## src/rtl/mbd_pkg.sv

```systemverilog
package mbd_pkg;

   // Cycle-type code formed as {vda, vpa}.
   typedef enum logic [1:0] {
      CYC_INTERNAL = 2'b00,
      CYC_PROGRAM  = 2'b01,
      CYC_DATA     = 2'b10,
      CYC_FETCH    = 2'b11
   } cyc_kind_e;

   typedef struct packed {
      logic rd_n;
      logic wr_n;
      logic oe;
      logic dir;
   } strobe_t;

   localparam strobe_t STROBE_IDLE = '{rd_n: 1'b1, wr_n: 1'b1, oe: 1'b0, dir: 1'b0};

   function automatic logic cyc_valid(input cyc_kind_e k);
      return k != CYC_INTERNAL;
   endfunction

endpackage

```

## src/rtl/mbd_bank_capture.sv

```systemverilog
module mbd_bank_capture #(
   parameter int BANK_W         = 8,
   parameter bit FREEZE_ON_WAIT = 1'b1
) (
   input  logic              clk,
   input  logic              rst_n,
   input  logic              phi2,
   input  logic              rdy,
   input  logic [BANK_W-1:0] pins,
   output logic [BANK_W-1:0] bank_q
);

   logic load;

   generate
      if (FREEZE_ON_WAIT) begin : g_freeze
         // A stretched cycle keeps its first bank byte.
         assign load = !phi2 && rdy;
      end else begin : g_follow
         // Re-latch in every low phase, ready ignored.
         logic rdy_unused;
         assign rdy_unused = rdy;
         assign load       = !phi2;
      end
   endgenerate

   always_ff @(posedge clk or negedge rst_n) begin
      if (!rst_n)
         bank_q <= '0;
      else if (load)
         bank_q <= pins;
   end

endmodule

```

## src/rtl/mbd_cycle_qualify.sv

```systemverilog
module mbd_cycle_qualify
   import mbd_pkg::*;
(
   input  logic    clk,
   input  logic    rst_n,
   input  logic    phi2,
   input  logic    vda,
   input  logic    vpa,
   input  logic    rw,
   output logic    cyc_ok,
   output strobe_t strb,
   output logic    op_fetch
);

   cyc_kind_e kind;
   logic      valid;
   logic      phi2_d;
   strobe_t   strb_nx;

   assign kind  = cyc_kind_e'({vda, vpa});
   assign valid = cyc_valid(kind);

   always_comb begin
      strb_nx      = STROBE_IDLE;
      strb_nx.dir  = !rw;
      if (phi2 && valid) begin
         strb_nx.oe   = 1'b1;
         strb_nx.rd_n = !rw;
         strb_nx.wr_n = rw;
      end
   end

   always_ff @(posedge clk or negedge rst_n) begin
      if (!rst_n) begin
         cyc_ok   <= 1'b0;
         strb     <= STROBE_IDLE;
         phi2_d   <= 1'b0;
         op_fetch <= 1'b0;
      end else begin
         cyc_ok <= valid;
         strb   <= strb_nx;
         phi2_d <= phi2;
         if (phi2 && !phi2_d)
            op_fetch <= (kind == CYC_FETCH);
      end
   end

endmodule

```

## src/rtl/mbd_addr_stage.sv

```systemverilog
module mbd_addr_stage #(
   parameter int ADDR_W = 16
) (
   input  logic              clk,
   input  logic              rst_n,
   input  logic [ADDR_W-1:0] addr_in,
   output logic [ADDR_W-1:0] addr_q
);

   always_ff @(posedge clk or negedge rst_n) begin
      if (!rst_n)
         addr_q <= '0;
      else
         addr_q <= addr_in;
   end

endmodule

```

## src/rtl/mux_bank_demux.sv

```systemverilog
module mux_bank_demux
   import mbd_pkg::*;
#(
   parameter int BANK_W         = 8,
   parameter int ADDR_W         = 16,
   parameter bit FREEZE_ON_WAIT = 1'b1,
   localparam int FULL_W        = BANK_W + ADDR_W
) (
   input  logic              clk,
   input  logic              rst_n,
   input  logic              phi2,
   input  logic [BANK_W-1:0] mux_pins,
   input  logic [ADDR_W-1:0] addr_lo,
   input  logic              rw,
   input  logic              vda,
   input  logic              vpa,
   input  logic              rdy,
   output logic [FULL_W-1:0] ext_addr,
   output logic              cycle_ok,
   output logic              mem_rd_n,
   output logic              mem_wr_n,
   output logic              dbuf_oe,
   output logic              dbuf_dir,
   output logic              op_fetch
);

   generate
      if (BANK_W < 1 || BANK_W > 16) begin : g_bad_bank
         $error("BANK_W must be between 1 and 16");
      end
      if (ADDR_W < 8 || ADDR_W > 32) begin : g_bad_addr
         $error("ADDR_W must be between 8 and 32");
      end
   endgenerate

   logic [BANK_W-1:0] bank_q;
   logic [ADDR_W-1:0] addr_q;
   strobe_t           strb;

   mbd_bank_capture #(
      .BANK_W        (BANK_W),
      .FREEZE_ON_WAIT(FREEZE_ON_WAIT)
   ) u_bank (
      .clk   (clk),
      .rst_n (rst_n),
      .phi2  (phi2),
      .rdy   (rdy),
      .pins  (mux_pins),
      .bank_q(bank_q)
   );

   mbd_addr_stage #(.ADDR_W(ADDR_W)) u_addr (
      .clk    (clk),
      .rst_n  (rst_n),
      .addr_in(addr_lo),
      .addr_q (addr_q)
   );

   mbd_cycle_qualify u_qual (
      .clk     (clk),
      .rst_n   (rst_n),
      .phi2    (phi2),
      .vda     (vda),
      .vpa     (vpa),
      .rw      (rw),
      .cyc_ok  (cycle_ok),
      .strb    (strb),
      .op_fetch(op_fetch)
   );

   assign ext_addr = {bank_q, addr_q};
   assign mem_rd_n = strb.rd_n;
   assign mem_wr_n = strb.wr_n;
   assign dbuf_oe  = strb.oe;
   assign dbuf_dir = strb.dir;

endmodule

```

## config.mk

```make
export PLATFORM = sky130hd
export DESIGN_NAME = mux_bank_demux
export DESIGN_NICKNAME = d
export VERILOG_FILES = /design/src/rtl/mbd_pkg.sv /design/src/rtl/mbd_bank_capture.sv /design/src/rtl/mbd_cycle_qualify.sv /design/src/rtl/mbd_addr_stage.sv /design/src/rtl/mux_bank_demux.sv
export SDC_FILE = /design/constraint.sdc
export NUM_CORES = 1
export LEC_CHECK = 0
export BUFFER_PORTS_ARGS = -buffer_cell sky130_fd_sc_hd__buf_4
export CAP_MARGIN = 20
export CORE_MARGIN = 4
export CORE_UTILIZATION = 37
export CTS_CLUSTER_SIZE = 25
export DETAILED_ROUTE_END_ITERATION = 8
export PLACE_DENSITY = 0.74
export SLEW_MARGIN = 20
export SYNTH_ARGS = -nofsm -noshare
export SYNTH_HDL_FRONTEND = slang
export SYNTH_HIERARCHICAL = 1
export SYNTH_SLANG_ARGS = --single-unit
```

## constraint.sdc

```tcl
create_clock -name clk -period 0.9 [get_ports clk]
set_clock_uncertainty 0.1 [all_clocks]
set_input_delay 0.27 -clock clk [delete_from_list [all_inputs] [get_ports clk]]
set_output_delay 0.27 -clock clk [all_outputs]
set_load 0.02 [all_outputs]
```

==> qor.yml <==
status: "finished, violations left"
violated_checks: "setup timing"
cts.htree.levels: 2
critical-path-top-delay-family: "flip-flops"
multi_input_comb_area_sq_um: 183
cts_tree: "yes"
sequential_share_of_the_synthesized_area: 0.794
io_buffers: 60
layout.nets: 175
crit_path_cell_trace: "buf_6"
firstDrtPassIters: 4
timing.critical_path.arrival_ps: 970
die_h_um: 59.5
routed_wl_um: 2880
netlist_instances: 50
worstRegToRegCells: 2
slew_viol_final: 0
syn_to_final_growth_pct: 97.4
grt_max_degree: 32
total_leakage_power_uw: 0.000962
detail_route.vias_per_cell: 4.42
drt_iter0_drc: 38
max-clock-path-buffers: 2
yosys_most_used_dff: "sky130_fd_sc_hd__dfrtp_1"
place_area_sq_um: 1480
post-route-worst-setup-slack_ps: -439
cts_root_buf: "sky130_fd_sc_hd__clkbuf_4"
ys_async_sr_fraction: 1.00
critical_path_depth: 1
finalCriticalPeriod_ps: 1340
worstSetupStartpointType: "register"
vias: 773
wire_per_inst_um: 16.4
transition_at_the_pin_with_the_smallest_max_transition_slack_ps: 374
worstPathMaxFanout: 1
regArea_sq_um: 778
power_per_cell_area_nw_per_um2: 1820
initial_utilization: 0.392
grt_antenna_before_repair: 0
postLayoutCellArea_sq_um: 1930
synth_top_cell_by_area: "sky130_fd_sc_hd__dfrtp_1"
globalRouteTotalUtil: 0.161
clock_latency_at_the_later_pin_of_the_worst_skew_pair_ps: 320
grt_pass1_wl_um: 3930
top_cell_types_by_occurrence_after_synthesis: "sky130_fd_sc_hd__dfrtp_1 (29), sky130_fd_sc_hd__mux2_4 (8), sky130_fd_sc_hd__nand2_1 (3)"
min-delay-path-class: "in -> reg"
ant_nets: 0
globalplace.congestion: 0.735
grt_pass1_vias: 818
max-cap-violations: 0
worst_ep_required_time_ps: 530
finalCritPeriodShare: 1.49
worst_path_largest_cell_delay_ps: 540
fin_util: 0.774
number_of_synthesized_register_bits: 31
fraction_of_final_layout_cells_sized_beyond_drive_strength_1: 0.628
drc: 0
numCtsBuffers: 5
timing.critical_path.slowest_stage_cell: "sky130_fd_sc_hd__dfstp_2"
yosysWarningCount: 6
setup_violations: 38
synth-edff-count: 0
chipWidth_um: 59.5
worst_setup_path_end_kind: "output pin"
synth.avg_cell_area_sq_um: 19.6
top_level_ports: 61
synth.top_cell.area_share: 0.741
tritoncts_num_sinks: 31
ys_types: 10
post_synth_instance_area_sq_um: 980
netlist_top_cells_area: "sky130_fd_sc_hd__dfrtp_1 (74%), sky130_fd_sc_hd__mux2_4 (12%), sky130_fd_sc_hd__dfstp_2 (5.4%)"
full_die_area_sq_um: 3530
timing.slew.headroom: 0.750
overflow: 0
number_of_rows_created_at_floorplan: 18
layout.filler_cells: 137
diodes: 0
timing_worst_setup_path_type: "reg -> out"
clkTransAtPathRegs_ps: 90
finalHoldViolCount: 0
synth.net_count: 81
most_frequently_used_cell_type_in_the_post_synthesis_netlist: "sky130_fd_sc_hd__dfrtp_1"
max-vdd-ir-drop_v: 0.00149
count_of_cells_along_the_worst_hold_path: 2
unrepaired_setup_endpoints_after_global_routing: "true"
cp_num_buf_inv: 1
fmaxAchievable_mhz: 747
core_area_sq_um: 2500
## metrics by stage
step	setup slack, ps	power, uW	instances	TNS (ps)	hold WS [ps]
final	-439	3520	175	-10570	51.9
after global routing	-491	3680	175	-12170	34.1
after CTS	-469	3500	171	-10880	25.9
after detailed placement	-283	2170	141	-2510	120
after global placement	-261	2160	141	-2350	113
after floorplan	-144	1830	50	-1200	-126
## cell families (layout without fill, tap and decap cells)
kind of cell | Yosys count | count (layout) | share of synthesized area
buffers and inverters | 3 | 98 | 0.0192
AND/OR/NAND/NOR | 6 | 6 | 0.0460
AO/OA/AOI/OAI | 1 | 1 | 0.00767
multiplexers | 9 | 9 | 0.133
flip-flops | 31 | 31 | 0.794
## sequential cells by signal (all words and copies together), names as in the netlist
name / flops
u_addr/addr_q: 16
u_qual/phi2_d: 1
u_qual/op_fetch: 1
u_bank/bank_q: 8
u_qual/strb: 4
u_qual/cyc_ok: 1
## cell usage in the layout (no fill, tap or decap)
cell                            count
sky130_fd_sc_hd__inv_1              2
sky130_fd_sc_hd__dfrtp_1           29
sky130_fd_sc_hd__clkbuf_8           1
sky130_fd_sc_hd__or2_2              1
sky130_fd_sc_hd__dfstp_2            2
sky130_fd_sc_hd__bufinv_16          1
sky130_fd_sc_hd__buf_12             1
sky130_fd_sc_hd__nand2_1            3
sky130_fd_sc_hd__nor2b_4            2
sky130_fd_sc_hd__mux2i_1            1
sky130_fd_sc_hd__mux2_4             8
sky130_fd_sc_hd__buf_4             36
sky130_fd_sc_hd__buf_6             33
sky130_fd_sc_hd__clkinv_2           1
sky130_fd_sc_hd__dlygate4sd3_1     18
sky130_fd_sc_hd__clkbuf_4           5
sky130_fd_sc_hd__o21a_1             1
## final timing paths
check	from	end	slack, ps
setup / recovery	u_qual/strb[3]	mem_rd_n	-440
hold / removal	vpa	u_qual/cyc_ok	50
min in group asynchronous	rst_n	u_bank/bank_q[0]	320
setup reg to reg	u_bank/bank_q[2]	u_bank/bank_q[2]	-130
hold reg to reg	u_qual/phi2_d	u_qual/op_fetch	480
max in group asynchronous	rst_n	u_qual/strb[2]	70
## cell type report
class                      count  share of cell area
clock buffer                   6              0.0265
timing repair buffer          88               0.435
clock inverter                 2              0.0181
inverter                       2             0.00388
multi-input combinational     16              0.0944
tap                           30              0.0194
sequential                    31               0.402
## layer usage
metal	share of wire	wire [um]	global-route usage
met1	0.34	985	0.165
met2	0.51	1480	0.276
met3	0.11	316	0.0828
met4	0.033	96	0.0583
met5	0	0	0
## report_power, final
group / internal, uW / switching, uW
sequential: 1510 / 79.1
clock: 656 / 455
combinational: 505 / 316
total: 2670 / 850
## repair_timing
| item | in CTS | in global routing |
|---|---|---|
| endpoints found under the setup margin | 30 | 39 |
| hold buffers | 18 | 0 |
| cloned | 0 | 0 |
| buffers inserted | 4 | 4 |
| gates resized for setup | 30 | 3 |
| hold endpoints to repair | 47 | 0 |
No activity file was read; power rests on OpenSTA's default activity.
